## src/rtl/can_bt_pkg.sv

```systemverilog
package can_bt_pkg;
   typedef enum logic [1:0] {
      SEG_SYNC = 2'd0,
      SEG_ONE  = 2'd1,
      SEG_TWO  = 2'd2
   } bt_seg_e;
endpackage

```

## src/rtl/bt_line_sync.sv

```systemverilog
module bt_line_sync #(
   parameter int STAGES = 2
) (
   input  logic clk,
   input  logic rst_n,
   input  logic line_in,
   output logic line_s,
   output logic fall
);
   logic [STAGES-1:0] chain;
   logic              prev;

   for (genvar i = 0; i < STAGES; i++) begin : g_stage
      if (i == 0) begin : g_first
         always_ff @(posedge clk or negedge rst_n) begin
            if (!rst_n) chain[0] <= 1'b1;
            else        chain[0] <= line_in;
         end
      end else begin : g_next
         always_ff @(posedge clk or negedge rst_n) begin
            if (!rst_n) chain[i] <= 1'b1;
            else        chain[i] <= chain[i-1];
         end
      end
   end

   always_ff @(posedge clk or negedge rst_n) begin
      if (!rst_n) prev <= 1'b1;
      else        prev <= chain[STAGES-1];
   end

   assign line_s = chain[STAGES-1];
   assign fall   = prev & ~chain[STAGES-1];
endmodule

```

## src/rtl/bt_quantum_gen.sv

```systemverilog
module bt_quantum_gen #(
   parameter int BRP_W = 6
) (
   input  logic             clk,
   input  logic             rst_n,
   input  logic [BRP_W-1:0] brp,
   input  logic             restart,
   output logic             tq_stb
);
   logic [BRP_W-1:0] cnt;

   assign tq_stb = (cnt >= brp);

   always_ff @(posedge clk or negedge rst_n) begin
      if (!rst_n)       cnt <= '0;
      else if (restart) cnt <= '0;
      else if (tq_stb)  cnt <= '0;
      else              cnt <= cnt + BRP_W'(1);
   end
endmodule

```

## src/rtl/bt_segment_ctl.sv

```systemverilog
module bt_segment_ctl
   import can_bt_pkg::*;
#(
   parameter int TSEG1_W = 4,
   parameter int TSEG2_W = 3,
   parameter int SJW_W   = 2
) (
   input  logic               clk,
   input  logic               rst_n,
   input  logic               tq_stb,
   input  logic               fall,
   input  logic               line_s,
   input  logic               bus_idle,
   input  logic               tx_bit,
   input  logic [TSEG1_W-1:0] tseg1,
   input  logic [TSEG2_W-1:0] tseg2,
   input  logic [SJW_W-1:0]   sjw,
   output logic               hard_sync,
   output logic               sample_stb,
   output logic               rx_bit,
   output logic               tx_stb
);
   localparam int SEG_MAX = (1 << TSEG1_W) + (1 << SJW_W);
   localparam int SEG_W   = $clog2(SEG_MAX + 1);
   localparam logic [SEG_W-1:0] ONE_Q = SEG_W'(1);

   bt_seg_e          seg;
   logic [SEG_W-1:0] seg_cnt, seg_len;
   logic             resynced;
   logic             resync, seg_end;
   logic [SEG_W-1:0] sjw_q, cnt_nxt, grow, cut, len_adj, len_now;

   always_comb begin
      hard_sync = bus_idle & fall;
      resync    = ~bus_idle & fall & tx_bit & ~resynced & (seg != SEG_SYNC);
      sjw_q     = SEG_W'(sjw) + ONE_Q;
      cnt_nxt   = seg_cnt + ONE_Q;
      grow      = (cnt_nxt < sjw_q) ? cnt_nxt : sjw_q;
      cut       = (seg_len > sjw_q) ? (seg_len - sjw_q) : '0;
      if (seg == SEG_TWO) len_adj = (cut > seg_cnt) ? cut : cnt_nxt;
      else                len_adj = seg_len + grow;
      len_now   = resync ? len_adj : seg_len;
      seg_end   = tq_stb & (cnt_nxt == len_now);
   end

   always_ff @(posedge clk or negedge rst_n) begin
      if (!rst_n) begin
         seg        <= SEG_SYNC;
         seg_cnt    <= '0;
         seg_len    <= ONE_Q;
         resynced   <= 1'b0;
         sample_stb <= 1'b0;
         tx_stb     <= 1'b0;
         rx_bit     <= 1'b1;
      end else begin
         sample_stb <= 1'b0;
         tx_stb     <= 1'b0;
         if (hard_sync) begin
            seg      <= SEG_SYNC;
            seg_cnt  <= '0;
            seg_len  <= ONE_Q;
            resynced <= 1'b1;
            tx_stb   <= 1'b1;
         end else begin
            if (resync) begin
               resynced <= 1'b1;
               seg_len  <= len_adj;
            end
            if (seg_end) begin
               seg_cnt <= '0;
               case (seg)
                  SEG_SYNC: begin
                     seg     <= SEG_ONE;
                     seg_len <= SEG_W'(tseg1) + ONE_Q;
                  end
                  SEG_ONE: begin
                     seg        <= SEG_TWO;
                     seg_len    <= SEG_W'(tseg2) + ONE_Q;
                     sample_stb <= 1'b1;
                     rx_bit     <= line_s;
                  end
                  default: begin
                     seg      <= SEG_SYNC;
                     seg_len  <= ONE_Q;
                     resynced <= 1'b0;
                     tx_stb   <= 1'b1;
                  end
               endcase
            end else if (tq_stb) begin
               seg_cnt <= cnt_nxt;
            end
         end
      end
   end
endmodule

```

## src/rtl/can_bit_timer.sv

```systemverilog
module can_bit_timer #(
   parameter int BRP_W       = 6,
   parameter int TSEG1_W     = 4,
   parameter int TSEG2_W     = 3,
   parameter int SJW_W       = 2,
   parameter int SYNC_STAGES = 2
) (
   input  logic               clk,
   input  logic               rst_n,
   input  logic               rx_raw,
   input  logic               tx_bit,
   input  logic               bus_idle,
   input  logic [BRP_W-1:0]   cfg_brp,
   input  logic [TSEG1_W-1:0] cfg_tseg1,
   input  logic [TSEG2_W-1:0] cfg_tseg2,
   input  logic [SJW_W-1:0]   cfg_sjw,
   output logic               sample_stb,
   output logic               rx_bit,
   output logic               tx_stb
);
   if (BRP_W < 1 || BRP_W > 10) begin : g_bad_brp
      $error("BRP_W out of range");
   end
   if (TSEG1_W < 1 || TSEG1_W > 6) begin : g_bad_t1
      $error("TSEG1_W out of range");
   end
   if (TSEG2_W < 1 || TSEG2_W > 5) begin : g_bad_t2
      $error("TSEG2_W out of range");
   end
   if (SJW_W < 1 || SJW_W > TSEG2_W) begin : g_bad_sjw
      $error("SJW_W out of range");
   end
   if (SYNC_STAGES < 2 || SYNC_STAGES > 4) begin : g_bad_sync
      $error("SYNC_STAGES out of range");
   end

   logic line_s, line_fall, tq_stb, hard_sync;

   bt_line_sync #(.STAGES(SYNC_STAGES)) u_sync (
      .clk     (clk),
      .rst_n   (rst_n),
      .line_in (rx_raw),
      .line_s  (line_s),
      .fall    (line_fall)
   );

   bt_quantum_gen #(.BRP_W(BRP_W)) u_tq (
      .clk     (clk),
      .rst_n   (rst_n),
      .brp     (cfg_brp),
      .restart (hard_sync),
      .tq_stb  (tq_stb)
   );

   bt_segment_ctl #(
      .TSEG1_W (TSEG1_W),
      .TSEG2_W (TSEG2_W),
      .SJW_W   (SJW_W)
   ) u_seg (
      .clk        (clk),
      .rst_n      (rst_n),
      .tq_stb     (tq_stb),
      .fall       (line_fall),
      .line_s     (line_s),
      .bus_idle   (bus_idle),
      .tx_bit     (tx_bit),
      .tseg1      (cfg_tseg1),
      .tseg2      (cfg_tseg2),
      .sjw        (cfg_sjw),
      .hard_sync  (hard_sync),
      .sample_stb (sample_stb),
      .rx_bit     (rx_bit),
      .tx_stb     (tx_stb)
   );
endmodule

```

## config.mk

```make
export PLATFORM = sky130hd
export DESIGN_NAME = can_bit_timer
export DESIGN_NICKNAME = d
export VERILOG_FILES = /design/src/rtl/can_bt_pkg.sv /design/src/rtl/bt_line_sync.sv /design/src/rtl/bt_quantum_gen.sv /design/src/rtl/bt_segment_ctl.sv /design/src/rtl/can_bit_timer.sv
export SDC_FILE = /design/constraint.sdc
export NUM_CORES = 1
export LEC_CHECK = 0
export BUFFER_PORTS_ARGS = -buffer_cell sky130_fd_sc_hd__buf_2
export CORE_MARGIN = 3
export CORE_UTILIZATION = 60
export DETAILED_ROUTE_END_ITERATION = 12
export HOLD_SLACK_MARGIN = 0.02
export PLACE_DENSITY_LB_ADDON = 0.2
export SYNTH_ARGS = -nofsm -noshare
export SYNTH_HDL_FRONTEND = slang
export SYNTH_SLANG_ARGS = --single-unit
export TNS_END_PERCENT = 10
```

## constraint.sdc

```tcl
create_clock -name clk -period 9.45 [get_ports clk]
set_clock_uncertainty 0.2 [all_clocks]
set_input_delay 1.89 -clock clk [delete_from_list [all_inputs] [get_ports clk]]
set_output_delay 1.89 -clock clk [all_outputs]
set_load 0.01 [all_outputs]
```

==> reports/results.tsv, run 1 <==
stage	metric	value	unit
cts	clockBufferDepth	2	
timing	worst_pin_slew	1040	ps
setup_path	critical_path_class	input port to flip-flop	
timing	min_period	6810	ps
synth	synth.top_cell.area_share	20.2	%
timing	hold_violations	0	
pwr	ir_drop	0.169	mV
pwr	switching_share	47.9	%
pwr	seqPwrFrac	23.0	%
detailed_routing	first_iter_violations	156	
floorplanning	die_area	4930	sq um
detailed_routing	vias	2102	
floorplanning	initial_utilization	64.6	%
global_routing	grt_pass1_vias	2005	
placement	routabilityCongestion	0.978	
detailed_routing	antenna_left	0	
placement	dp_hpwl	4.09	mm
min_path	hp-class	flip-flop to flip-flop	
detailed_routing	detail_route.first_pass.iterations	4	
cts	cts_hold_buf	0	
global_routing	met3_usage	3.31	%
timing	slew_headroom	30.4	%
cts	cts.sinks	25	
synth	synth_cell_types	56	
floorplanning	die_x	70.2	um
global_routing	grt_max_degree	26	
pwr	pwr-share-comb	68.5	%
timing	timing.final.ws_setup	2640	ps
detailed_routing	viasPerCell	6.16	
synth	async_flop_share	100	%
cts	cts_htree_levels	1	
cts	clk_latency	280	ps
timing	final-setup-viol-count	0	
flow_run	cap_viol_max_count	0	
timing	fin_tns_setup	0	ps
global_routing	grt_pass1_wl	9.13	mm
timing	finalCritPeriodShare	72.1	%
floorplanning	io_pins	23	
detailed_routing	wl	5.23	mm
global_routing	gr-usage-met2	36.1	%
final_layout	nets	341	
synth	syn-mean-instance-area	8.77	sq um
setup_path	worstPathArrival	6830	ps
final_layout	layout-drive-gt1-share	17.4	%
setup_path	cp.required	9470	ps
placement	dp_cells	337	
cts	numCtsBuffers	3	
setup_path	cpPeakStageDelay	940	ps
pwr	p_switching	376	uW
synth	synth_common_cells	ha_1, nand2_1, nor2_1	
synth	synth.net_count	329	
global_routing	grt_use_met1	31.0	%
final_layout	n_antenna_cell	0	
synth	synth_edf_count	0	
final_layout	fill_cells	319	
outcome	outcome	finished clean	
detailed_routing	wl_per_cell	15.3	um
synth	synth_top_cell_by_area	dfrtp_1	
pwr	power_leakage	1.23	nW
final_layout	final_cell_area	2550	sq um
global_routing	grt_busiest_layer	met2	
setup_path	end_kind	flip-flop	
detailed_routing	drc	0	
pwr	clockPowerShare	8.5	%
final_layout	instances_no_fill	341	
synth	ys_seq_area_share	25.6	%
global_routing	grt_usage	22.2	%
timing	finalMaxSlewViolations	0	
floorplanning	num_rows	22	
cts	postCtsSetupRepairBufs	0	
timing	rsz0062_at_grt	false	
pwr	p_per_area	308	nW/um^2
floorplanning	die_y	70.2	um
timing	timing.fmax	147	MHz
synth	ys_warn_count	0	
synth	synth-main-ff-cell	dfrtp_1	
synth	synth_area_leaders	dfrtp_1, ha_1, dfstp_2	
pwr	power.total	785	uW
pwr	internal_power	408	uW
placement	port_buffers	22	
global_routing	grt-ovfl-total	0	
synth	synth_most_common_cell	ha_1	
global_routing	antenna_found_initial	0	
synth	synth_area	2470	sq um
final_layout	area_growth	3.09	%
setup_path	cp-start-kind	input port	
setup_path	path_common_cell	ha_1	
synth	ys_seq_elements	25	
cts	clkTransAtPathRegs	90	ps
cts	cts_tree	built	
synth	syn_inst	282	
placement	post-place-ws	2350	ps
placement	place_area	2500	sq um
floorplanning	core_region_area	3830	sq um
setup_path	crit_fanout	22	
setup_path	cp_slowest_cell	nor4b_4	
cts	postCtsResizedCells	0	
setup_path	cp_cell_sequence	buf_2 -> ha_1 -> inv_1 -> ha_1 -> a21boi_0 -> o21ai_0 -> nand4b_1 -> mux2i_1 -> ha_1 -> inv_1 -> fa_1 -> xnor2_1 -> o22ai_2 -> a221o_1 -> a2111oi_4 -> nand4_2 -> nor4b_4 -> nand3_1 -> a32o_1	
cts	cts-root-buf	clkbuf_8	
[logic make-up (layout without fill, tap and decap cells)]
logic type                 after synthesis  after routing  share of synthesized area (%)
and+or+nand+nor                         99             99                           21.8
AOI/OAI and AO/OA                       66             66                           18.5
buffers and inverters                   37             48                           9.16
adders and majority gates               27             27                           14.3
DFF                                     25             25                           25.6
xor gates and xnor gates                15             15                           5.31
muxes                                   12             12                           5.26
other                                    1              1                          0.152
[critical path: cells and delay by family]
kind            cells  cell delay [ps]
mux                 1              230
fa+ha+maj           4             1190
simple gates        4             1590
xor+xnor            1              360
compound gates      6             1330
buf+inv             3              250
[layout by cell type (no fill, tap or decap), drive strengths merged, types with 3 or more instances in the layout]
master | synthesis | final
nand3b | 3 | 3
inv | 22 | 23
nand4 | 5 | 5
mux2 | 8 | 8
nor2 | 23 | 23
nor2b | 5 | 5
a31oi | 5 | 5
a21o | 4 | 4
mux2i | 4 | 4
o31a | 3 | 3
nor3 | 3 | 3
nand2b | 4 | 4
nor4b | 3 | 3
o31ai | 4 | 4
buf | 6 | 22
xnor2 | 9 | 9
o21ai | 13 | 13
nand3 | 16 | 16
xor2 | 6 | 6
nand2 | 24 | 24
a21oi | 20 | 20
ha | 25 | 25
dfrtp | 20 | 20
dfstp | 5 | 5
and3 | 3 | 3
clkbuf | 8 | 3
[per-layer routing]
metal,vias to the layer above,wire length [um]
met5,-,0
met4,0,40
li1,1033,-
met3,5,258
met2,59,2480
met1,1005,2450
[metrics by stage]
step / utilization [%] / hold slack, ps
2_1_floorplan: - / 145
3_3_place_gp: 65.3 / 149
3_5_place_dp: 65.3 / 148
4_1_cts: 66.6 / 165
5_1_grt: 66.6 / 169
6_report: 66.6 / 165
[registers in the layout, summed over array words and instances (netlist names), 2 cells and up]
name,flops
u_seg.seg_cnt,5
u_seg.seg_len,5
u_seg.seg,2
u_tq.cnt,6
[power by group through the flow]
stage | Clock [mW] | Combinational [mW] | Sequential, mW
2_1_floorplan | 0 | 0.503 | 0.162
3_3_place_gp | 0 | 0.522 | 0.181
3_5_place_dp | 0 | 0.532 | 0.182
4_1_cts | 0.0677 | 0.534 | 0.180
5_1_grt | 0.0728 | 0.602 | 0.186
6_report | 0.0671 | 0.537 | 0.180
[worst paths after layout]
kind / start / to / slack (ps) / depth (start not counted)
setup / recovery: cfg_sjw[0] / u_seg.rx_bit / 2640 / 19
hold / removal: u_sync.chain[0] / u_sync.line_s / 160 / 0
setup reg to reg: u_seg.seg_cnt[0] / u_seg.rx_bit / 3380 / 18
hold reg to reg: u_sync.chain[0] / u_sync.line_s / 160 / 0
max in group asynchronous: rst_n / u_seg.seg_len[0] / 7310 / 1
min in group asynchronous: rst_n / u_seg.tx_stb / 1380 / 1
[area by class of cell]
class,instances,area (sq um),area share (%)
timing repair buffer,22,110,4.32
multi-input combinational,220,1610,63.3
sequential,25,632,24.8
clock inverter,1,8.76,0.344
tap,48,60.1,2.36
inverter,22,82.6,3.24
clock buffer,3,41.3,1.62
No activity file was read; power rests on OpenSTA's default activity.
==> run 2, diff against run 1 <==
--- a/config.mk
+++ b/config.mk
@@ -7,7 +7,7 @@
 export LEC_CHECK = 0
 export BUFFER_PORTS_ARGS = -buffer_cell sky130_fd_sc_hd__buf_2
 export CORE_MARGIN = 3
-export CORE_UTILIZATION = 60
+export CORE_UTILIZATION = 54
 export DETAILED_ROUTE_END_ITERATION = 12
 export HOLD_SLACK_MARGIN = 0.02
 export PLACE_DENSITY_LB_ADDON = 0.2
==> constraint.sdc (replaced) <==
create_clock -name clk -period 5.52 [get_ports clk]
set_clock_uncertainty 0.2 [all_clocks]
set_input_delay 1.104 -clock clk [delete_from_list [all_inputs] [get_ports clk]]
set_output_delay 1.104 -clock clk [all_outputs]
set_load 0.01 [all_outputs]
==> reports/results.tsv, run 2 (same netlist as run 1, synthesis figures left out) <==
stage	metric	value	unit
outcome	outcome	finished clean	
min_path	hp-start	u_sync.chain[0]	
cts	cts_hold_buf	0	
cts	clkTransAtPathRegs	90	ps
timing	min_period	5180	ps
timing	finalMaxSlewViolations	0	
final_layout	final_common_cell	ha_1	
floorplanning	die_x	73.7	um
setup_path	crit_fanout	21	
timing	worst_pin_slew	597	ps
setup_path	cp-start-kind	input port	
detailed_routing	wl	5.42	mm
final_layout	regMostFlops	u_tq.cnt	
cts	cts.sinks	25	
setup_path	worstPathArrival	5180	ps
final_layout	final_cell_area	2620	sq um
setup_path	end_kind	flip-flop	
pwr	power_leakage	1.28	nW
final_layout	layout-drive-gt1-share	19.9	%
detailed_routing	detail_route.first_pass.iterations	4	
cts	cts-root-buf	clkbuf_8	
cts	cts_htree_levels	1	
setup_path	timing.rr.start	u_seg.seg_cnt[1]	
final_layout	n_antenna_cell	0	
setup_path	reg2reg_slack	690	ps
setup_path	critical_path_class	input port to flip-flop	
placement	port_buffers	22	
final_layout	largest_reg_flops	6	
floorplanning	core_region_area	4200	sq um
timing	rsz0062_at_grt	false	
global_routing	grt_usage	22.0	%
floorplanning	num_rows	23	
floorplanning	die_area	5430	sq um
pwr	ir_drop	0.247	mV
floorplanning	initial_utilization	58.8	%
min_path	hp-class	flip-flop to flip-flop	
cts	clk_latency	270	ps
floorplanning	io_pins	23	
setup_path	r2r-end	u_seg.seg_len[0]	
global_routing	grt_max_degree	26	
timing	hold_violations	0	
setup_path	r2r_cells	18	
min_path	holdPathEnd	u_sync.line_s	
floorplanning	die_y	73.7	um
timing	final-setup-viol-count	0	
global_routing	grt-ovfl-total	0	
pwr	p_per_area	550	nW/um^2
global_routing	antenna_found_initial	0	
timing	timing.fmax	193	MHz
detailed_routing	vias	2067	
placement	routabilityCongestion	0.839	
min_path	whs_path_depth	0	
timing	finalCritPeriodShare	93.9	%
setup_path	cp.required	5520	ps
final_layout	final_cell_mix	ha_1, nand2_1, nor2_1	
cts	numCtsBuffers	3	
global_routing	grt_pass1_vias	1983	
global_routing	grt_pass1_wl	9.36	mm
placement	dp_hpwl	4.24	mm
detailed_routing	wl_per_cell	15.4	um
flow_run	cap_viol_max_count	0	
final_layout	nets	349	
detailed_routing	viasPerCell	5.89	
final_layout	instances_no_fill	351	
detailed_routing	antenna_left	0	
cts	clockBufferDepth	2	
cts	cts_tree	built	
detailed_routing	first_iter_violations	102	
placement	dp_cells	347	
timing	slew_headroom	60.1	%
placement	place_area	2560	sq um
detailed_routing	drc	0	
final_layout	area_growth	6.07	%
final_layout	reg_top3	u_tq.cnt x6, u_seg.seg_cnt x5, u_seg.seg_len x5	
[run 2: timing repair]
action                                 in CTS  in global routing
setup endpoints to repair                   0                  9
buffers inserted                            0                  0
gates resized for setup                     0                  2
endpoints found under the hold margin       0                  0
[run 2: how the worst max path moves through the flow]
stage,end,cells after the start,slack [ps],from
2_1_floorplan,u_seg.rx_bit,18,320,cfg_sjw[0]
3_3_place_gp,u_seg.seg_cnt[0],20,160,cfg_sjw[0]
3_5_place_dp,u_seg.seg_len[0],20,-20,cfg_sjw[0]
4_1_cts,u_seg.seg_len[0],20,280,cfg_sjw[0]
5_1_grt,u_seg.seg_len[4],20,20,cfg_sjw[0]
6_report,u_seg.seg_len[0],20,340,cfg_sjw[0]
[run 2: layout make-up]
type / instances / area [sq um]
Multi-Input combinational cell: 220 / 1620
Sequential cell: 25 / 632
Tap cell: 50 / 62.6
Fill cell: 365 / 1580
Clock inverter: 1 / 8.76
Timing Repair Buffer: 30 / 174
Inverter: 22 / 82.6
Clock buffer: 3 / 41.3
[run 2: report_power, final]
part,internal [mW],switching [mW]
logic,0.481,0.546
registers,0.231,0.0696
clock network,0.0529,0.0625
[run 2: critical path, cell delays in order]
cell       delay (ps)
buf_2             120
ha_1              300
inv_1              60
ha_1              260
a21boi_0          120
o21ai_0           150
nand4b_1          210
mux2i_1           210
ha_1              180
inv_1              60
fa_1              450
xnor2_2           210
o22ai_2            80
a221o_1           380
a2111oi_4         300
nand4_2           170
nor4b_4           350
buf_6             230
nor3_1             80
a31oi_1           160
[run 2: metal layers]
layer | track usage, % | part of all wire, %
met2 | 36.1 | 46
met4 | 5.23 | 0.48
met5 | 0 | 0
met1 | 31.4 | 49
met3 | 1.64 | 4.4
[run 2: metrics by stage]
| stage | setup TNS [ps] | util, % | power [mW] | hold WS (ps) | setup slack [ps] |
|---|---|---|---|---|---|
| 2_1_floorplan | 0 | - | 1.14 | 145 | 324 |
| 3_3_place_gp | 0 | 61.0 | 1.28 | 147 | 159 |
| 3_5_place_dp | -25.4 | 61.0 | 1.30 | 151 | -16.8 |
| 4_1_cts | 0 | 62.2 | 1.42 | 165 | 275 |
| 5_1_grt | 0 | 62.4 | 1.59 | 170 | 22.2 |
| 6_report | 0 | 62.4 | 1.44 | 162 | 338 |
==> run 3, diff against run 2 <==
==> constraint.sdc (replaced) <==
create_clock -name clk -period 5.52 [get_ports clk]
set_clock_uncertainty 0.2 [all_clocks]
set_input_delay 0.552 -clock clk [delete_from_list [all_inputs] [get_ports clk]]
set_output_delay 0.552 -clock clk [all_outputs]
set_load 0.01 [all_outputs]
==> reports/results.tsv, run 3 (same netlist as run 1, synthesis figures left out) <==
stage	metric	value	unit
pwr	p_per_area	533	nW/um^2
cts	postCtsSetupRepairBufs	0	
final_layout	largest_reg_flops	6	
placement	place_area	2540	sq um
global_routing	grt_usage	21.8	%
timing	finalCritPeriodShare	91.3	%
timing	timing.fmax	198	MHz
cts	cts_hold_buf	0	
timing	fin_tns_setup	0	ps
final_layout	fill_cells	374	
setup_path	cp.required	5510	ps
setup_path	r2r_cells	18	
cts	numCtsBuffers	3	
setup_path	timing.rr.start	u_seg.seg_cnt[1]	
cts	cts_htree_levels	1	
floorplanning	die_y	73.7	um
placement	dp_hpwl	4.20	mm
placement	post-place-ws	387	ps
timing	worst_pin_slew	622	ps
timing	rsz0062_at_grt	false	
final_layout	regMostFlops	u_tq.cnt	
final_layout	instances_no_fill	348	
final_layout	post-route-util	61.6	%
final_layout	reg_top3	u_tq.cnt x6, u_seg.seg_cnt x5, u_seg.seg_len x5	
cts	cts_tree	built	
pwr	power.total	1.38	mW
pwr	ir_drop	0.239	mV
floorplanning	core_region_area	4200	sq um
detailed_routing	drc	0	
final_layout	layout-drive-gt1-share	18.8	%
setup_path	cp-start-kind	flip-flop	
setup_path	end_kind	flip-flop	
cts	clkTransAtPathRegs	90	ps
timing	min_period	5040	ps
global_routing	grt-ovfl-total	0	
floorplanning	die_area	5430	sq um
placement	routabilityCongestion	0.902	
cts	clockBufferDepth	2	
cts	clk_latency	270	ps
cts	cts-root-buf	clkbuf_8	
outcome	outcome	finished clean	
global_routing	grt_pass1_vias	2000	
final_layout	n_antenna_cell	0	
placement	port_buffers	22	
detailed_routing	antenna_left	0	
global_routing	grt_pass1_wl	9.38	mm
setup_path	reg2reg_slack	480	ps
detailed_routing	vias	2126	
min_path	hp-class	input port to async pin	
cts	cts.sinks	25	
final_layout	area_growth	4.71	%
timing	final-setup-viol-count	0	
placement	dp_cells	344	
setup_path	worstPathArrival	5030	ps
setup_path	crit_fanout	21	
global_routing	antenna_found_initial	0	
timing	hold_violations	0	
floorplanning	io_pins	23	
setup_path	r2r-end	u_seg.seg_len[0]	
detailed_routing	viasPerCell	6.11	
final_layout	final_cell_area	2590	sq um
floorplanning	num_rows	23	
timing	slew_headroom	58.4	%
floorplanning	initial_utilization	58.8	%
timing	finalMaxSlewViolations	0	
global_routing	grt_max_degree	26	
detailed_routing	detail_route.first_pass.iterations	5	
detailed_routing	first_iter_violations	134	
timing	timing.final.ws_setup	482	ps
final_layout	final_common_cell	ha_1	
timing	hold_ws	49.7	ps
detailed_routing	wl	5.49	mm
final_layout	final_cell_mix	ha_1, nand2_1, nor2_1	
flow_run	cap_viol_max_count	0	
cts	postCtsResizedCells	0	
pwr	power_leakage	1.25	nW
setup_path	critical_path_class	flip-flop to flip-flop	
final_layout	nets	346	
floorplanning	die_x	73.7	um
detailed_routing	wl_per_cell	15.8	um
[run 3: metal layers]
metal / GRT usage, % / wire length (um) / vias up
li1: - / - / 1041
met1: 31.6 / 2630 / 994
met2: 33.9 / 2480 / 83
met3: 2.87 / 332 / 8
met4: 6.24 / 55 / 0
met5: 0 / 0 / -
[run 3: worst max-delay path, cell delays in order, from the launching register on]
cell and delay [ps]:
dfrtp_1 420, ha_1 480, ha_1 280, a21boi_0 120
o21ai_0 150, nand4b_1 220, mux2i_1 210, ha_1 190
inv_1 60, fa_1 430, xnor2_1 370, o22ai_2 100
a221o_1 390, a2111oi_4 280, nand4_2 150, nor4b_4 310
buf_4 280, nor3_1 110, a31oi_1 180
[run 3: worst max path at each step]
stage	startpoint	end	slack [ps]	cells after the start
6_report	u_seg.seg_cnt[1]	u_seg.seg_len[0]	480	18
5_1_grt	u_seg.seg_cnt[1]	u_seg.seg_len[0]	190	18
4_1_cts	u_seg.seg_cnt[1]	u_seg.seg_len[0]	530	18
3_5_place_dp	cfg_sjw[0]	u_seg.seg_cnt[0]	390	20
3_3_place_gp	cfg_sjw[0]	u_seg.seg_cnt[0]	520	20
2_1_floorplan	cfg_sjw[0]	u_seg.rx_bit	880	18
[run 3: area by class of cell]
class                      instances  area, sq um  share of cell area (%)
tap                               50         62.6                    2.42
inverter                          22         82.6                    3.19
clock inverter                     1         8.76                   0.338
sequential                        25          632                    24.4
timing repair buffer              27          148                    5.70
clock buffer                       3         41.3                    1.59
multi-input combinational        220         1610                    62.3
[run 3: power breakdown]
group	internal [mW]	switching (mW)
Clock	0.0529	0.0625
Combinational	0.423	0.541
Sequential	0.231	0.0687
Total	0.707	0.672
